**config.mk**
```make
export PLATFORM = sky130hd
export DESIGN_NAME = crc32_acc_periph
export DESIGN_NICKNAME = d
export VERILOG_FILES = /design/src/rtl/crc32_pkg.sv /design/src/rtl/crc32_ctrl_regs.sv /design/src/rtl/crc32_in_shaper.sv /design/src/rtl/crc32_fold.sv /design/src/rtl/crc32_acc_periph.sv
export SDC_FILE = /design/constraint.sdc
export NUM_CORES = 1
export LEC_CHECK = 0
export ABC_CLOCK_PERIOD_IN_PS = 6900
export BUFFER_PORTS_ARGS = -buffer_cell sky130_fd_sc_hd__buf_4
export CAP_MARGIN = 20
export CORE_UTILIZATION = 50
export DETAILED_ROUTE_END_ITERATION = 7
export PLACE_DENSITY = 0.81
export SYNTH_ARGS = -nofsm -noshare
export SYNTH_HDL_FRONTEND = slang
export SYNTH_HIERARCHICAL = 1
export SYNTH_SLANG_ARGS = --single-unit
```
**constraint.sdc**
```tcl
create_clock -name clk -period 6.9 [get_ports clk]
set_clock_uncertainty 0.05 [all_clocks]
set_input_delay 1.035 -clock clk [delete_from_list [all_inputs] [get_ports clk]]
set_output_delay 1.035 -clock clk [all_outputs]
set_load 0.05 [all_outputs]
```
**src/rtl/crc32_pkg.sv**
```systemverilog
package crc32_pkg;
    localparam int CRC_W  = 32;
    localparam int HALF_W = 16;
    localparam int BYTE_W = 8;
    localparam int NBYTES = CRC_W / BYTE_W;

    localparam logic [CRC_W-1:0] CRC_POLY = 32'h04C11DB7;
    localparam logic [CRC_W-1:0] CRC_INIT = 32'hFFFFFFFF;

    typedef enum logic [1:0] {
        IN_ASIS      = 2'b00,
        IN_PER_BYTE  = 2'b01,
        IN_PER_UNIT  = 2'b10,
        IN_PER_UNIT2 = 2'b11
    } in_mode_e;

    typedef struct packed {
        in_mode_e in_mode;
        logic     out_refl;
    } ctrl_cfg_t;

    localparam int CFG_W = $bits(ctrl_cfg_t);

    typedef enum logic {
        SEL_CTRL = 1'b0,
        SEL_DATA = 1'b1
    } reg_sel_e;

    function automatic logic [BYTE_W-1:0] rev_byte(input logic [BYTE_W-1:0] v);
        logic [BYTE_W-1:0] r;
        for (int i = 0; i < BYTE_W; i++) r[i] = v[BYTE_W-1-i];
        return r;
    endfunction

    function automatic logic [HALF_W-1:0] rev_half(input logic [HALF_W-1:0] v);
        logic [HALF_W-1:0] r;
        for (int i = 0; i < HALF_W; i++) r[i] = v[HALF_W-1-i];
        return r;
    endfunction

    function automatic logic [CRC_W-1:0] rev_word(input logic [CRC_W-1:0] v);
        logic [CRC_W-1:0] r;
        for (int i = 0; i < CRC_W; i++) r[i] = v[CRC_W-1-i];
        return r;
    endfunction

    // Folds the low nbits of d into c, highest of those bits first.
    function automatic logic [CRC_W-1:0] fold_bits(input logic [CRC_W-1:0] c,
                                                   input logic [CRC_W-1:0] d,
                                                   input int nbits);
        logic [CRC_W-1:0] s;
        logic fb;
        s = c;
        for (int i = CRC_W-1; i >= 0; i--) begin
            if (i < nbits) begin
                fb = s[CRC_W-1] ^ d[i];
                s  = {s[CRC_W-2:0], 1'b0};
                if (fb) s = s ^ CRC_POLY;
            end
        end
        return s;
    endfunction
endpackage

```
**src/rtl/crc32_ctrl_regs.sv**
```systemverilog
module crc32_ctrl_regs
    import crc32_pkg::*;
#(
    parameter int RST_CYCLES = 3
) (
    input  logic                   clk,
    input  logic                   rst,
    input  logic                   wr_ctrl,
    input  logic [CFG_W:0]         wfield,
    output ctrl_cfg_t              cfg,
    output logic                   busy,
    output logic                   go,
    output logic [CRC_W-1:0]       ctrl_rdata
);
    localparam int CNT_W = (RST_CYCLES < 2) ? 1 : $clog2(RST_CYCLES);
    localparam logic [CNT_W-1:0] CNT_LOAD = CNT_W'(RST_CYCLES - 1);

    logic [CNT_W-1:0] cnt;

    assign go = wr_ctrl && wfield[0];

    always_ff @(posedge clk) begin
        if (rst) begin
            cfg  <= '0;
            busy <= 1'b0;
            cnt  <= '0;
        end else begin
            if (wr_ctrl) cfg <= ctrl_cfg_t'(wfield[CFG_W:1]);
            if (go) begin
                busy <= 1'b1;
                cnt  <= CNT_LOAD;
            end else if (busy) begin
                if (cnt == '0) busy <= 1'b0;
                else           cnt  <= cnt - 1'b1;
            end
        end
    end

    assign ctrl_rdata = {{(CRC_W-CFG_W-1){1'b0}}, cfg, busy};

    p_go_sets_busy_r5: assert property (@(posedge clk) disable iff (rst)
        go |=> busy);
    p_busy_ends_r5: assert property (@(posedge clk) disable iff (rst)
        (busy && cnt == '0 && !go) |=> !busy);
    p_idle_stays_r5: assert property (@(posedge clk) disable iff (rst)
        (!busy && !go) |=> !busy);
endmodule

```
**src/rtl/crc32_in_shaper.sv**
```systemverilog
module crc32_in_shaper
    import crc32_pkg::*;
(
    input  in_mode_e           in_mode,
    input  logic               half,
    input  logic [CRC_W-1:0]   din,
    output logic [CRC_W-1:0]   shaped
);
    logic [CRC_W-1:0] masked;
    logic [CRC_W-1:0] per_byte;

    assign masked = half ? {{(CRC_W-HALF_W){1'b0}}, din[HALF_W-1:0]} : din;

    for (genvar b = 0; b < NBYTES; b++) begin : g_byte
        assign per_byte[b*BYTE_W +: BYTE_W] = rev_byte(masked[b*BYTE_W +: BYTE_W]);
    end

    always_comb begin
        unique case (in_mode)
            IN_ASIS:     shaped = masked;
            IN_PER_BYTE: shaped = per_byte;
            default:     shaped = half ? {{(CRC_W-HALF_W){1'b0}}, rev_half(masked[HALF_W-1:0])}
                                       : rev_word(masked);
        endcase
    end

    always_comb begin
        if (half) a_half_upper_zero_r3: assert (shaped[CRC_W-1:HALF_W] == '0);
    end
endmodule

```
**src/rtl/crc32_fold.sv**
```systemverilog
module crc32_fold
    import crc32_pkg::*;
(
    input  logic [CRC_W-1:0] acc,
    input  logic [CRC_W-1:0] shaped,
    input  logic             half,
    output logic [CRC_W-1:0] nxt
);
    logic [CRC_W-1:0] nxt_half;
    logic [CRC_W-1:0] nxt_word;

    assign nxt_half = fold_bits(acc, shaped, HALF_W);
    assign nxt_word = fold_bits(acc, shaped, CRC_W);
    assign nxt      = half ? nxt_half : nxt_word;
endmodule

```
**src/rtl/crc32_acc_periph.sv**
```systemverilog
module crc32_acc_periph
    import crc32_pkg::*;
#(
    parameter int RST_CYCLES = 3
) (
    input  logic        clk,
    input  logic        rst,
    input  logic        bus_sel,
    input  logic        bus_wr,
    input  logic        bus_half,
    input  logic [31:0] bus_wdata,
    output logic [31:0] bus_rdata
);
    ctrl_cfg_t        cfg;
    logic             busy;
    logic             go;
    logic [CRC_W-1:0] ctrl_rdata;
    logic [CRC_W-1:0] shaped;
    logic [CRC_W-1:0] acc;
    logic [CRC_W-1:0] acc_nxt;
    logic             wr_ctrl;
    logic             wr_data;

    assign wr_ctrl = bus_wr && (reg_sel_e'(bus_sel) == SEL_CTRL);
    assign wr_data = bus_wr && (reg_sel_e'(bus_sel) == SEL_DATA);

    crc32_ctrl_regs #(.RST_CYCLES(RST_CYCLES)) u_ctrl (
        .clk        (clk),
        .rst        (rst),
        .wr_ctrl    (wr_ctrl),
        .wfield     (bus_wdata[CFG_W:0]),
        .cfg        (cfg),
        .busy       (busy),
        .go         (go),
        .ctrl_rdata (ctrl_rdata)
    );

    crc32_in_shaper u_shape (
        .in_mode (cfg.in_mode),
        .half    (bus_half),
        .din     (bus_wdata),
        .shaped  (shaped)
    );

    crc32_fold u_fold (
        .acc    (acc),
        .shaped (shaped),
        .half   (bus_half),
        .nxt    (acc_nxt)
    );

    always_ff @(posedge clk) begin
        if (rst)                    acc <= CRC_INIT;
        else if (go)                acc <= CRC_INIT;
        else if (wr_data && !busy)  acc <= acc_nxt;
    end

    always_comb begin
        if (reg_sel_e'(bus_sel) == SEL_DATA)
            bus_rdata = cfg.out_refl ? rev_word(acc) : acc;
        else
            bus_rdata = ctrl_rdata;
    end

    p_go_loads_init_r2: assert property (@(posedge clk) disable iff (rst)
        go |=> (acc == CRC_INIT));
    p_busy_blocks_data_r6: assert property (@(posedge clk) disable iff (rst)
        (wr_data && busy) |=> $stable(acc));
    p_no_write_holds_r7: assert property (@(posedge clk) disable iff (rst)
        !bus_wr |=> $stable(acc));
    p_ctrl_reset_zero_r11: assert property (@(posedge clk)
        rst |=> (ctrl_rdata == '0));
endmodule

```
# --- Word level (Yosys, flattened, before mapping) ---
# Index checks and enable logic that the tools add are counted.
word_totals:
  in_bits: 37
  register_bits: 38
  out_inout_bits: 32
  elab_cells: 177
classes:
  eq_ne: 2
  n_bitwise: 97
  mux: 60
  reduce_logical: 11
  add_sub_neg: 1
op_table:
  columns: ["cell", "count"]
  rows:
  - ["$mux 27", 48]
  - ["$not 14->14", 47]
  - ["$mux 32", 5]
  - ["$pmux 32 s2", 1]
  - ["$xor 1x1->1", 48]
  - ["$mux 2", 3]
  - ["$logic_and 1x1->1", 4]
  - ["$logic_not 2->1", 2]
  - ["$reduce_and 2->1", 2]
  - ["$mux 1", 3]
  - ["$eq 2x1->1 const B", 1]
  - ["$ne 2x2->1 const B", 1]
  - ["$not 1->1", 2]
  - ["$reduce_bool 2->1", 1]
  - ["$reduce_or 2->1", 1]
  - ["$sub 2x1->2 const B", 1]
  - ["$logic_not 1->1", 1]

# --- Logic depth before layout (Yosys ltp) ---
# Gate-level depths: netlist (run 1).
depth:
  depth_word: 68
  depth_mapped: 15
  depth_no_buf: 13

# --- By module ---
# Netlist (run 1), hierarchy kept.
modules_own_cells:
  columns: ["mod", "area_each_um2", "instances", "cells_each", "seq_area_each_um2"]
  rows:
  - ["crc32_fold", 4654.5, 1, 444, 0.0]
  - ["crc32_acc_periph", 2077.0, 1, 255, 640.6]
  - ["crc32_in_shaper", 979.7, 1, 109, 0.0]
  - ["crc32_ctrl_regs", 460.4, 1, 55, 120.1]

# --- Worst setup path after synthesis (run 1) ---
# OpenSTA, ideal clock, no wires.
synth_timing:
  kind: "input port to flip-flop"
  startpoint: "in bus_half"
  endpoint: "reg acc[12]"
  required_ns: 6.726
  path_slack_ns: 1.448
  arrival_ns: 5.278
  setup_time_ns: 0.124
  stages: 14
  path_buffers: 2
  path_cell_list: "buf_2 -> clkbuf_1 -> a211oi_1 -> xor2_4 -> xnor2_2 -> xnor3_1 -> xor2_2 -> xnor3_2 -> xnor2_4 -> xnor2_1 -> xnor3_1 -> mux2_2 -> nor3_1 -> mux2i_1"
synth_between:
  elab_cells_between_ends: 142
  cone_classes: "mux (52); bitwise (90)"
synth_lines:
  columns: ["item", "line_no", "text"]
  rows:
  - ["from (decl)", "crc32_acc_periph.sv:10", "input logic bus_half,"]
  - ["$mux 32 (on tied branches)", "crc32_in_shaper.sv:22, crc32_in_shaper.sv:12", null]
  - ["$pmux 32 s2 *", "crc32_in_shaper.sv:19", "unique case (in_mode)"]
  - ["named net shaped[27]", "crc32_acc_periph.sv:18", "logic [CRC_W-1:0] shaped;"]
  - ["$xor 1x1->1 *", "crc32_pkg.sv:56", "fb = s[CRC_W-1] ^ d[i];"]
  - ["$mux 27 *", "crc32_pkg.sv:58", "if (fb) s = s ^ CRC_POLY;"]
  - ["$mux 27 (5 in series)", "crc32_pkg.sv:58", null]
  - ["$not 14->14 (no line)", null, null]
  - ["$mux 27", "crc32_pkg.sv:58", null]
  - ["[21 not listed]", null, null]
  - ["$not 14->14 (no line)", null, null]
  - ["$mux 27", "crc32_pkg.sv:58", null]
  - ["$not 14->14 (no line)", null, null]
  - ["$mux 27", "crc32_pkg.sv:58", null]
  - ["$not 14->14 (no line)", null, null]
  - ["$mux 27 *", "crc32_pkg.sv:58", null]
  - ["$mux 32 *", "crc32_fold.sv:14", "assign nxt = half ? nxt_half : nxt_word;"]
  - ["named net acc_nxt[12]", "crc32_acc_periph.sv:20", "logic [CRC_W-1:0] acc_nxt;"]
  - ["to (signal assigned)", "crc32_acc_periph.sv:55", "else if (wr_data && !busy) acc <= acc_nxt;"]
  - ["to (decl)", "crc32_acc_periph.sv:19", "logic [CRC_W-1:0] acc;"]
# The timed path passes the listed nets; every way through them passes the cells marked *.
# A chain may end at the register's enable or synchronous reset.

# --- Final worst setup path (run 1) ---
layout_timing:
  startpoint: "reg u_ctrl/cfg[1] (netlist name)"
  endpoint: "reg acc[24]"
layout_between:
  elab_cells_between_ends: 117
  cone_classes: "eq/ne (1); mux (49); bitwise (66); reduce/logical (1)"
layout_lines:
  columns: ["item", "line_no"]
  rows:
  - ["$eq 2x1->1 or $logic_not 2->1 (tied branches)", "crc32_in_shaper.sv:19"]
  - ["$pmux 32 s2 *", "crc32_in_shaper.sv:19"]
  - ["named net shaped[26]", "crc32_acc_periph.sv:18"]
  - ["$xor 1x1->1 *", "crc32_pkg.sv:56"]
  - ["$mux 27 *", "crc32_pkg.sv:58"]
  - ["$xor 1x1->1", "crc32_pkg.sv:56"]
  - ["$mux 27", "crc32_pkg.sv:58"]
  - ["$not 14->14 (no line)", null]
  - ["[16 not listed]", null]
  - ["$not 14->14 (no line)", null]
  - ["$mux 27 (6 in series)", "crc32_pkg.sv:58"]
  - ["$not 14->14 (no line)", null]
  - ["$mux 27", "crc32_pkg.sv:58"]
  - ["$not 14->14 (no line)", null]
  - ["$mux 27 * (2 in series)", "crc32_pkg.sv:58"]
  - ["$mux 32 *", "crc32_fold.sv:14"]
  - ["named net acc_nxt[24]", "crc32_acc_periph.sv:20"]
# Marks and branches as above.

==> report_table.html, run 1 <==
<table>
<tr><th>Metric</th><th>Value</th></tr>
<tr><th colspan="2">Hold path</th></tr>
<tr><td>Start point of the worst hold path</td><td>u_ctrl/cnt[1]$_SDFFE_PP0P_</td></tr>
<tr><td>Hold Path Depth</td><td>2</td></tr>
<tr><td>Hold crit path type</td><td>reg2reg</td></tr>
<tr><td>End point of the worst hold path</td><td>u_ctrl/cnt[1]$_SDFFE_PP0P_</td></tr>
<tr><th colspan="2">Timing</th></tr>
<tr><td>Remaining max-slew budget at the tightest pin</td><td>0.314</td></tr>
<tr><td>Slew @ Worst Pin</td><td>1.03 ns</td></tr>
<tr><td>Count of pins over their slew limit</td><td>0</td></tr>
<tr><td>RSZ-0062 raised after global routing</td><td>false</td></tr>
<tr><td>Final number of setup-violating endpoints</td><td>0</td></tr>
<tr><td>Final worst path period share</td><td>0.837</td></tr>
<tr><td>Minimum period implied by the final worst setup slack</td><td>5.77 ns</td></tr>
<tr><td>Achievable Freq</td><td>roughly 0.17 GHz</td></tr>
<tr><td>Hold Fails Final Rpt</td><td>0</td></tr>
<tr><td>Accumulated negative setup slack</td><td>0 ns</td></tr>
<tr><th colspan="2">CTS</th></tr>
<tr><td>H-tree depth</td><td>2</td></tr>
<tr><td>Clock latency on the worst-skew pair</td><td>0.29 ns</td></tr>
<tr><td>Total CTS buffers</td><td>5</td></tr>
<tr><td>Clock root buffer</td><td>clkbuf_16</td></tr>
<tr><td>Maximum buffer depth of the clock tree</td><td>2</td></tr>
<tr><td>Resize count post-CTS</td><td>0</td></tr>
<tr><td>Clock tree from TritonCTS</td><td>built</td></tr>
<tr><td>Count of clock tree sinks</td><td>38</td></tr>
<tr><td>Clock slew at reported path FFs</td><td>0.06 ns</td></tr>
<tr><td>Post-cts hold buffer count</td><td>0</td></tr>
<tr><td>Post-CTS setup buffers</td><td>0</td></tr>
<tr><th colspan="2">Setup path</th></tr>
<tr><td>RR Startpoint</td><td>u_ctrl/cfg[1]$_SDFFE_PP0P_</td></tr>
<tr><td>Worst setup EP type</td><td>flip-flop</td></tr>
<tr><td>Reg-to-reg critical path endpoint</td><td>acc[24]$_SDFFE_PP1P_</td></tr>
<tr><td>Slack of the worst reg-to-reg path</td><td>1.13 ns</td></tr>
<tr><td>CP Class</td><td>reg2reg</td></tr>
<tr><td>Reg2reg path depth</td><td>14</td></tr>
<tr><td>Worst path arrival time</td><td>5.86 ns</td></tr>
<tr><td>CP Launch Type</td><td>flip-flop</td></tr>
<tr><td>Largest fanout of any net on the critical path</td><td>27</td></tr>
<tr><td>Required time of the worst setup path</td><td>around 7 ns</td></tr>
<tr><th colspan="2">Logic synthesis</th></tr>
<tr><td>Leading register cell type out of synthesis</td><td>dfxtp_1</td></tr>
<tr><td>Portion of the post-synthesis area used by sequential elements</td><td>0.0931</td></tr>
<tr><td>Fraction of synthesized cell area taken by the top area cell type</td><td>0.257</td></tr>
<tr><td>Number of enable-type register cells in the synthesized netlist</td><td>0</td></tr>
<tr><td>Unique cell type count in the Yosys netlist</td><td>34</td></tr>
<tr><td>Top cells by area in the synthesized netlist</td><td>xnor2_1, mux2i_1, xnor3_1</td></tr>
<tr><td>Async SR Flop Fraction</td><td>0</td></tr>
<tr><td>Library cell occupying the most area in the post-synthesis netlist</td><td>xnor2_1</td></tr>
<tr><td>Mapped Cells</td><td>about 860</td></tr>
<tr><td>FF+latch count, synth</td><td>38</td></tr>
<tr><td>Number of synthesis warnings</td><td>6</td></tr>
<tr><td>Syn Std Cell Area</td><td>8170 um^2</td></tr>
<tr><td>Syn Area/Cell</td><td>9.47 um^2</td></tr>
<tr><th colspan="2">Floorplan</th></tr>
<tr><td>Placeable core area</td><td>15900 um^2</td></tr>
<tr><td>Die X-Extent</td><td>between 100 and 150 um</td></tr>
<tr><td>I/O pins</td><td>69</td></tr>
<tr><td>Number of placement rows</td><td>46</td></tr>
<tr><td>Initial core utilization</td><td>0.513</td></tr>
<tr><td>Height of the chip</td><td>130 um</td></tr>
<tr><td>Die Outline Area</td><td>16900 um^2</td></tr>
<tr><th colspan="2">Cells and area</th></tr>
<tr><td>Area delta synth-&gt;final</td><td>7.04%</td></tr>
<tr><td>Share of post-route cells with drive strength above 1</td><td>0.139</td></tr>
<tr><td>Total number of nets in the final design</td><td>935</td></tr>
<tr><td>Antenna Cells</td><td>0</td></tr>
<tr><td>Total of fill cells in the finished design</td><td>approximately 1400</td></tr>
<tr><th colspan="2">Status</th></tr>
<tr><td>Outcome</td><td>complete, no violations</td></tr>
<tr><th colspan="2">Placement</th></tr>
<tr><td>Global placer's final weighted congestion</td><td>roughly 1.0</td></tr>
<tr><td>HPWL after DPL</td><td>between 15000 and 20000 um</td></tr>
<tr><td>Number of I/O port buffers</td><td>68</td></tr>
<tr><th colspan="2">Job</th></tr>
<tr><td>Number of maximum-capacitance violations</td><td>0</td></tr>
<tr><th colspan="2">GRT</th></tr>
<tr><td>Pin count of the biggest net entering global routing</td><td>a little over 70</td></tr>
<tr><td>Vias in the first global route</td><td>around 5900</td></tr>
<tr><td>Overall routing resource usage</td><td>0.281</td></tr>
<tr><td>Wire length of the first global-routing pass</td><td>35500 um</td></tr>
<tr><td>Antenna violations before repair</td><td>0</td></tr>
<tr><td>Overflow left after global routing</td><td>0</td></tr>
<tr><th colspan="2">Detailed routing</th></tr>
<tr><td>Wirelength per Cell</td><td>20.4 um</td></tr>
<tr><td>Antenna Nets Post-Route</td><td>0</td></tr>
<tr><td>Overall routed net length</td><td>22700 um</td></tr>
<tr><td>Router iterations before antenna repair</td><td>6</td></tr>
<tr><td>Via count normalized by instance count</td><td>5.56</td></tr>
<tr><td>Initial DRC count</td><td>599</td></tr>
<tr><td>Via total after detailed routing</td><td>around 6200</td></tr>
<tr><td>DRC violations left</td><td>0</td></tr>
</table>
[state kept, by name, summed over array words and instances, names as in the netlist]
signal and flops:
acc 32, u_ctrl/busy 1, u_ctrl/cfg 3, u_ctrl/cnt 2
[stage by stage]
step	worst slack (ns)	instances	hold slack, ns	utilization	instance area [um^2]
finish	1.13	1115	0.457	0.549	8750
global route	0.841	1115	0.484	0.549	8750
CTS	1.18	1115	0.463	0.549	8750
detailed placement	0.984	1107	0.456	0.539	8600
global placement	1.12	1107	0.431	0.539	8600
floorplan	1.45	890	0.407	-	8270
[cells in the final DEF, fill, tap and decap left out, types with 28 or more instances in the layout]
master   instances
dfxtp_1         36
xnor2_1        240
nor2_1          41
mux2i_1        146
conb_1          28
xnor3_1         34
xor2_1          77
a21oi_1         40
nor3_1          64
buf_4           79
[kinds of logic (layout without fill, tap and decap cells)]
logic type	after synthesis	count (layout)	share of synthesized area
flops	38	38	0.0931
other cells	1	28	0.000459
simple gates	138	138	0.0799
compound gates	69	69	0.0493
xor+xnor	388	388	0.529
mux	147	147	0.180
buf+inv	82	91	0.0684
[area by class of cell]
cell class | count | area, um^2 | share of cell area
inverters | 4 | 15.0 | 0.00172
multi-input cells | 770 | 6950 | 0.795
well taps | 216 | 270 | 0.0309
flip-flops and latches | 38 | 763 | 0.0873
clock inverters | 2 | 12.5 | 0.00143
clock buffers | 6 | 139 | 0.0159
repair buffers | 79 | 593 | 0.0678
[synthesized netlist by cell type, types with 16 or more instances]
cell type / count
a21oi_1: 40
buf_2: 16
buf_4: 35
clkbuf_1: 16
dfxtp_1: 38
mux2i_1: 146
nor2_1: 41
nor2b_1: 17
nor3_1: 64
xnor2_1: 240
xnor3_1: 34
xor2_1: 77
[worst max-delay path: stages, from the launching register on]
cell and delay [ns]:
dfxtp_2 0.84, buf_4 0.32, mux2i_1 0.20, a211oi_1 0.14
xnor2_2 0.62, xor2_1 0.24, xnor2_1 0.54, xnor3_2 0.51
xor2_1 0.35, xnor3_1 0.61, xnor2_1 0.47, xnor2_1 0.22
mux2i_1 0.14, nor3_1 0.25, mux2i_1 0.11
[worst max path at each step]
| stage | slack (ns) | start | end | depth (start not counted) |
|---|---|---|---|---|
| after floorplan | 1.45 | bus_half | acc[12]$_SDFFE_PP1P_ | 14 |
| after global placement | 1.12 | bus_half | acc[7]$_SDFFE_PP1P_ | 13 |
| after detailed placement | 0.98 | bus_half | acc[12]$_SDFFE_PP1P_ | 13 |
| after CTS | 1.18 | u_ctrl/cfg[2]$_SDFFE_PP0P_ | acc[12]$_SDFFE_PP1P_ | 13 |
| after global routing | 0.84 | u_ctrl/cfg[2]$_SDFFE_PP0P_ | acc[12]$_SDFFE_PP1P_ | 13 |
| final | 1.13 | u_ctrl/cfg[1]$_SDFFE_PP0P_ | acc[24]$_SDFFE_PP1P_ | 14 |
[metal layers]
| layer | wire, um | track usage |
|---|---|---|
| met5 | 0 | 0 |
| met4 | 628 | 0.0903 |
| met1 | 10000 | 0.383 |
| met2 | 10300 | 0.457 |
| met3 | 1750 | 0.0381 |
Power of run 1 is not shown: default switching activity piles up to over one toggle a cycle in this logic, so the estimate is an artifact.
==> run 2: changes to the inputs <==
Settings changed: ABC_CLOCK_PERIOD_IN_PS 6900 to 5900.
Clock period 6.9 ns to 5.9 ns, I/O delays scaled along.
==> report_table.html, run 2 (synthesis results as in run 1) <==
<table>
<tr><th>Metric</th><th>Value</th></tr>
<tr><th colspan="2">Cells and area</th></tr>
<tr><td>Largest registers</td><td>acc (32), u_ctrl/cfg (3), u_ctrl/cnt (2)</td></tr>
<tr><td>Most frequent standard cell in the layout excluding fill and tap cells</td><td>xnor2_1</td></tr>
<tr><td>Total of fill cells in the finished design</td><td>1427</td></tr>
<tr><td>Share of post-route cells with drive strength above 1</td><td>0.151</td></tr>
<tr><td>Area delta synth-&gt;final</td><td>8.39%</td></tr>
<tr><td>Area taken by flip-flops and latches</td><td>between 700 and 800 um^2</td></tr>
<tr><td>Flip-flop count of the largest register after layout</td><td>32</td></tr>
<tr><td>Top reg by flops</td><td>acc</td></tr>
<tr><td>Antenna Cells</td><td>0</td></tr>
<tr><td>Commonest cells after routing, fill and taps aside</td><td>xnor2_1, mux2i_1, buf_4</td></tr>
<tr><td>Multi-input gate area</td><td>just under 7000 um^2</td></tr>
<tr><td>Total number of nets in the final design</td><td>948</td></tr>
<tr><th colspan="2">GRT</th></tr>
<tr><td>Vias in the first global route</td><td>5987</td></tr>
<tr><td>Overall routing resource usage</td><td>0.279</td></tr>
<tr><td>Pin count of the biggest net entering global routing</td><td>71</td></tr>
<tr><td>Wire length of the first global-routing pass</td><td>34900 um</td></tr>
<tr><td>Antenna violations before repair</td><td>0</td></tr>
<tr><td>Overflow left after global routing</td><td>0</td></tr>
<tr><th colspan="2">Floorplan</th></tr>
<tr><td>Placeable core area</td><td>15900 um^2</td></tr>
<tr><td>Height of the chip</td><td>about 130 um</td></tr>
<tr><td>Die Outline Area</td><td>16900 um^2</td></tr>
<tr><td>Initial core utilization</td><td>0.513</td></tr>
<tr><td>Die X-Extent</td><td>between 100 and 150 um</td></tr>
<tr><td>Number of placement rows</td><td>46</td></tr>
<tr><td>I/O pins</td><td>between 60 and 70</td></tr>
<tr><th colspan="2">Setup path</th></tr>
<tr><td>Required time of the worst setup path</td><td>5.99 ns</td></tr>
<tr><td>Worst setup EP type</td><td>flip-flop</td></tr>
<tr><td>Worst path arrival time</td><td>5.27 ns</td></tr>
<tr><td>CP Launch Type</td><td>input port</td></tr>
<tr><td>Slack of the worst reg-to-reg path</td><td>0.73 ns</td></tr>
<tr><td>CP Class</td><td>in2reg</td></tr>
<tr><td>Reg2reg path depth</td><td>14</td></tr>
<tr><td>Largest fanout of any net on the critical path</td><td>32</td></tr>
<tr><th colspan="2">Detailed routing</th></tr>
<tr><td>Overall routed net length</td><td>~23000 um</td></tr>
<tr><td>DRC violations left</td><td>0</td></tr>
<tr><td>Antenna Nets Post-Route</td><td>0</td></tr>
<tr><td>Wirelength per Cell</td><td>20.0 um</td></tr>
<tr><td>Via count normalized by instance count</td><td>5.46</td></tr>
<tr><td>Via total after detailed routing</td><td>6160</td></tr>
<tr><td>Initial DRC count</td><td>514</td></tr>
<tr><td>Router iterations before antenna repair</td><td>5</td></tr>
<tr><th colspan="2">CTS</th></tr>
<tr><td>Post-cts hold buffer count</td><td>0</td></tr>
<tr><td>Clock latency on the worst-skew pair</td><td>0.29 ns</td></tr>
<tr><td>Clock root buffer</td><td>clkbuf_16</td></tr>
<tr><td>H-tree depth</td><td>2</td></tr>
<tr><td>Post-CTS setup buffers</td><td>0</td></tr>
<tr><td>Count of clock tree sinks</td><td>38</td></tr>
<tr><td>Clock tree from TritonCTS</td><td>built</td></tr>
<tr><td>Maximum buffer depth of the clock tree</td><td>2</td></tr>
<tr><td>Clock slew at reported path FFs</td><td>roughly 0.06 ns</td></tr>
<tr><td>Total CTS buffers</td><td>5</td></tr>
<tr><td>Resize count post-CTS</td><td>0</td></tr>
<tr><th colspan="2">Timing</th></tr>
<tr><td>RSZ-0062 raised after global routing</td><td>false</td></tr>
<tr><td>Minimum period implied by the final worst setup slack</td><td>5.19 ns</td></tr>
<tr><td>Remaining max-slew budget at the tightest pin</td><td>0.319</td></tr>
<tr><td>Final number of setup-violating endpoints</td><td>0</td></tr>
<tr><td>Count of pins over their slew limit</td><td>0</td></tr>
<tr><td>Accumulated negative setup slack</td><td>0 ns</td></tr>
<tr><td>Final worst path period share</td><td>0.879</td></tr>
<tr><td>Achievable Freq</td><td>0.193 GHz</td></tr>
<tr><td>Slew @ Worst Pin</td><td>1.02 ns</td></tr>
<tr><td>Hold Fails Final Rpt</td><td>0</td></tr>
<tr><th colspan="2">Hold path</th></tr>
<tr><td>Hold Path Depth</td><td>2</td></tr>
<tr><td>Hold crit path type</td><td>reg2reg</td></tr>
<tr><th colspan="2">Placement</th></tr>
<tr><td>Number of I/O port buffers</td><td>68</td></tr>
<tr><td>Global placer's final weighted congestion</td><td>0.990</td></tr>
<tr><td>HPWL after DPL</td><td>17900 um</td></tr>
<tr><th colspan="2">Job</th></tr>
<tr><td>Number of maximum-capacitance violations</td><td>0</td></tr>
<tr><th colspan="2">Status</th></tr>
<tr><td>Outcome</td><td>complete, no violations</td></tr>
</table>
run 2: cell count changes in the layout (fill, tap and decap cells not counted):
cell    before  now
buf_12       0    1
buf_4       79   91
run 2: per-layer routing:
metal  vias to the layer above  part of all wire  GRT usage
met1                      2911              0.43      0.368
met3                        54             0.077     0.0476
li1                       2952                 -          -
met4                         0             0.038      0.120
met2                       243              0.45      0.450
met5                         -                 0          0
run 2: layout make-up:
cell class | instances | share of cell area
well taps | 216 | 0.0305
repair buffers | 92 | 0.0794
inverters | 4 | 0.00170
clock buffers | 6 | 0.0157
clock inverters | 2 | 0.00141
flip-flops and latches | 38 | 0.0862
multi-input cells | 770 | 0.785
run 2: final timing paths:
check                                to                        from
min reg2reg  u_ctrl/cnt[0]$_SDFFE_PP0P_  u_ctrl/cnt[0]$_SDFFE_PP0P_
max                acc[12]$_SDFFE_PP1P_                    bus_half
min          u_ctrl/cnt[0]$_SDFFE_PP0P_  u_ctrl/cnt[0]$_SDFFE_PP0P_
max reg2reg        acc[12]$_SDFFE_PP1P_  u_ctrl/cfg[1]$_SDFFE_PP0P_
run 2: through the flow:
stage	std cells	utilization	hold slack, ns	setup WS [ns]	area (um^2)
2_1_floorplan	890	-	0.407	0.598	8270
3_3_place_gp	1119	0.545	0.430	0.560	8690
3_5_place_dp	1119	0.545	0.452	0.460	8690
4_1_cts	1127	0.554	0.460	0.754	8840
5_1_grt	1128	0.556	0.501	0.470	8860
6_report	1128	0.556	0.463	0.711	8860
run 2: critical path: stages:
cell,delay (ns)
buf_4,0.37
a211oi_1,0.14
xnor2_2,0.57
xor2_1,0.23
xnor2_1,0.54
xnor3_2,0.52
xor2_1,0.31
xnor3_1,0.59
xnor2_2,0.25
xnor3_1,0.32
mux2_2,0.26
nor3_1,0.18
mux2i_1,0.10
Power of run 2 is left out for the same reason.
==> run 3: changes to the inputs <==
Settings changed: CTS_BUF_LIST from default to sky130_fd_sc_hd__clkbuf_4, SYNTH_HIERARCHICAL 1 to default.
==> report_table.html, run 3 <==
<table>
<tr><th>Metric</th><th>Value</th></tr>
<tr><th colspan="2">Logic synthesis</th></tr>
<tr><td>Async SR Flop Fraction</td><td>0</td></tr>
<tr><td>Mapped Nets</td><td>867</td></tr>
<tr><td>Leading register cell type out of synthesis</td><td>dfxtp_1</td></tr>
<tr><td>Unique cell type count in the Yosys netlist</td><td>55</td></tr>
<tr><td>Fraction of synthesized cell area taken by the top area cell type</td><td>0.231</td></tr>
<tr><td>Count leader, synth</td><td>xnor2_1</td></tr>
<tr><td>Number of synthesis warnings</td><td>0</td></tr>
<tr><td>FF+latch count, synth</td><td>38</td></tr>
<tr><td>Top cells by area in the synthesized netlist</td><td>xnor2_1, xnor3_1, mux2i_1</td></tr>
<tr><td>Library cell occupying the most area in the post-synthesis netlist</td><td>xnor2_1</td></tr>
<tr><td>Syn Area/Cell</td><td>9.83 um^2</td></tr>
<tr><td>Portion of the post-synthesis area used by sequential elements</td><td>0.0932</td></tr>
<tr><td>Number of enable-type register cells in the synthesized netlist</td><td>0</td></tr>
<tr><td>Mapped Cells</td><td>between 800 and 900</td></tr>
<tr><td>Syn Std Cell Area</td><td>8160 um^2</td></tr>
<tr><td>Post-synth top cells</td><td>xnor2_1, mux2i_1, xor2_1, xnor3_1, dfxtp_1</td></tr>
<tr><th colspan="2">Cells and area</th></tr>
<tr><td>Flip-flop count of the largest register after layout</td><td>32</td></tr>
<tr><td>Commonest cells after routing, fill and taps aside</td><td>xnor2_1, mux2i_1, xor2_1, buf_4, xnor3_1</td></tr>
<tr><td>Largest registers</td><td>acc (32), u_ctrl.cfg (3), u_ctrl.cnt (2)</td></tr>
<tr><td>Total of fill cells in the finished design</td><td>roughly 1400</td></tr>
<tr><td>Most frequent standard cell in the layout excluding fill and tap cells</td><td>xnor2_1</td></tr>
<tr><td>Antenna Cells</td><td>0</td></tr>
<tr><td>Share of post-route cells with drive strength above 1</td><td>0.159</td></tr>
<tr><td>Area delta synth-&gt;final</td><td>9.51%</td></tr>
<tr><td>Total number of nets in the final design</td><td>909</td></tr>
<tr><td>Top reg by flops</td><td>acc</td></tr>
<tr><th colspan="2">Placement</th></tr>
<tr><td>Number of I/O port buffers</td><td>68</td></tr>
<tr><td>HPWL after DPL</td><td>19500 um</td></tr>
<tr><td>Global placer's final weighted congestion</td><td>0.954</td></tr>
<tr><th colspan="2">Hold path</th></tr>
<tr><td>Hold crit path type</td><td>reg2reg</td></tr>
<tr><td>Hold Path Depth</td><td>2</td></tr>
<tr><th colspan="2">Detailed routing</th></tr>
<tr><td>Initial DRC count</td><td>724</td></tr>
<tr><td>Wirelength per Cell</td><td>22.9 um</td></tr>
<tr><td>Antenna Nets Post-Route</td><td>0</td></tr>
<tr><td>Via count normalized by instance count</td><td>between 6 and 7</td></tr>
<tr><td>Via total after detailed routing</td><td>around 6600</td></tr>
<tr><td>DRC violations left</td><td>0</td></tr>
<tr><td>Overall routed net length</td><td>about 25000 um</td></tr>
<tr><td>Router iterations before antenna repair</td><td>5</td></tr>
<tr><th colspan="2">Timing</th></tr>
<tr><td>Count of pins over their slew limit</td><td>0</td></tr>
<tr><td>Remaining max-slew budget at the tightest pin</td><td>0.328</td></tr>
<tr><td>RSZ-0062 raised after global routing</td><td>false</td></tr>
<tr><td>Achievable Freq</td><td>0.200 GHz</td></tr>
<tr><td>Final worst path period share</td><td>0.847</td></tr>
<tr><td>Accumulated negative setup slack</td><td>0 ns</td></tr>
<tr><td>Final number of setup-violating endpoints</td><td>0</td></tr>
<tr><td>Hold Fails Final Rpt</td><td>0</td></tr>
<tr><td>Slew @ Worst Pin</td><td>1.01 ns</td></tr>
<tr><td>Minimum period implied by the final worst setup slack</td><td>around 5.0 ns</td></tr>
<tr><th colspan="2">GRT</th></tr>
<tr><td>Overflow left after global routing</td><td>0</td></tr>
<tr><td>Overall routing resource usage</td><td>0.306</td></tr>
<tr><td>Antenna violations before repair</td><td>0</td></tr>
<tr><td>Wire length of the first global-routing pass</td><td>approximately 38000 um</td></tr>
<tr><td>Pin count of the biggest net entering global routing</td><td>45</td></tr>
<tr><td>Vias in the first global route</td><td>6465</td></tr>
<tr><th colspan="2">Setup path</th></tr>
<tr><td>Worst setup EP type</td><td>flip-flop</td></tr>
<tr><td>Cell-by-cell listing of the critical path</td><td>buf_4 &gt; inv_1 &gt; buf_4 &gt; o2111a_1 &gt; or3_1 &gt; xnor2_1 &gt; xnor3_1 &gt; xnor3_1 &gt; xnor2_2 &gt; xnor2_1 &gt; xnor3_1 &gt; nor4b_4 &gt; a211oi_2</td></tr>
<tr><td>Largest fanout of any net on the critical path</td><td>34</td></tr>
<tr><td>Worst-path cell with the longest stage delay</td><td>xnor3_1</td></tr>
<tr><td>Reg2reg path depth</td><td>12</td></tr>
<tr><td>CP Class</td><td>in2reg</td></tr>
<tr><td>CP Launch Type</td><td>input port</td></tr>
<tr><td>Worst stage delay on the critical path</td><td>0.50 ns</td></tr>
<tr><td>Worst path arrival time</td><td>between 5 and 6 ns</td></tr>
<tr><td>Required time of the worst setup path</td><td>6.17 ns</td></tr>
<tr><td>Slack of the worst reg-to-reg path</td><td>between 0.9 and 1 ns</td></tr>
<tr><td>Most common cell type on the critical path</td><td>xnor3_1</td></tr>
<tr><th colspan="2">CTS</th></tr>
<tr><td>Count of clock tree sinks</td><td>38</td></tr>
<tr><td>Resize count post-CTS</td><td>0</td></tr>
<tr><td>Total CTS buffers</td><td>5</td></tr>
<tr><td>H-tree depth</td><td>2</td></tr>
<tr><td>Clock slew at reported path FFs</td><td>0.15 ns</td></tr>
<tr><td>Maximum buffer depth of the clock tree</td><td>2</td></tr>
<tr><td>Clock root buffer</td><td>clkbuf_4</td></tr>
<tr><td>Clock latency on the worst-skew pair</td><td>0.39 ns</td></tr>
<tr><td>Post-cts hold buffer count</td><td>0</td></tr>
<tr><td>Clock tree from TritonCTS</td><td>built</td></tr>
<tr><td>Post-CTS setup buffers</td><td>0</td></tr>
<tr><th colspan="2">Floorplan</th></tr>
<tr><td>Die Outline Area</td><td>between 15000 and 20000 um^2</td></tr>
<tr><td>Initial core utilization</td><td>0.514</td></tr>
<tr><td>Die X-Extent</td><td>around 130 um</td></tr>
<tr><td>Height of the chip</td><td>130 um</td></tr>
<tr><td>Placeable core area</td><td>15900 um^2</td></tr>
<tr><td>Number of placement rows</td><td>46</td></tr>
<tr><td>I/O pins</td><td>69</td></tr>
<tr><th colspan="2">Job</th></tr>
<tr><td>Number of maximum-capacitance violations</td><td>0</td></tr>
<tr><th colspan="2">Status</th></tr>
<tr><td>Outcome</td><td>complete, no violations</td></tr>
</table>
run 3: critical path: cells and delay by family:
| family | cells | cell delay (ns) |
|---|---|---|
| buf+inv | 3 | 0.86 |
| xor+xnor | 6 | 2.51 |
| simple gates | 2 | 0.64 |
| compound gates | 2 | 0.35 |
run 3: area by class of cell:
cell class,count,area [um^2],area share
multi-input cells,733,7110,0.796
inverters,6,22.5,0.00252
clock buffers,5,37.5,0.00420
clock inverters,3,68.8,0.00770
flip-flops and latches,38,764,0.0856
well taps,216,270,0.0302
repair buffers,88,661,0.0739
run 3: path summary, 6_finish.rpt:
check                                                start                    endpoint
worst max register to register  u_ctrl.cfg[1]$_SDFFE_PP0P_         acc[7]$_SDFFE_PP1P_
worst max-delay path                              bus_half         acc[7]$_SDFFE_PP1P_
worst min-delay path            u_ctrl.cnt[0]$_SDFFE_PP0P_  u_ctrl.cnt[0]$_SDFFE_PP0P_
worst min register to register  u_ctrl.cnt[0]$_SDFFE_PP0P_  u_ctrl.cnt[0]$_SDFFE_PP0P_
run 3: kinds of logic (layout without fill, tap and decap cells):
kind of cell,count (synthesis),count (layout),share of synthesized area
AOI/OAI and AO/OA,118,118,0.104
xor gates and xnor gates,392,392,0.560
DFF,38,38,0.0932
muxes,107,107,0.132
buffers and inverters,59,102,0.0353
and+or+nand+nor,116,116,0.0751
run 3: metrics by stage:
step                cell area (um^2)  setup WS, ns  hold WS [ns]   util  std cells
CTS                             8930         0.922         0.446  0.562       1089
floorplan                       8160          1.30         0.400      -        830
global placement                8830         0.684         0.417  0.556       1081
detailed placement              8830         0.540         0.426  0.556       1081
global route                    8930         0.648         0.480  0.562       1089
finish                          8930         0.904         0.449  0.562       1089
run 3: metal layers:
metal,share of wire,vias up,GRT usage
met3,0.088,106,0.0488
met4,0.064,0,0.176
met2,0.43,373,0.466
li1,-,2925,-
met5,0,-,0
met1,0.41,3177,0.412
Power of run 3 is left out for the same reason.
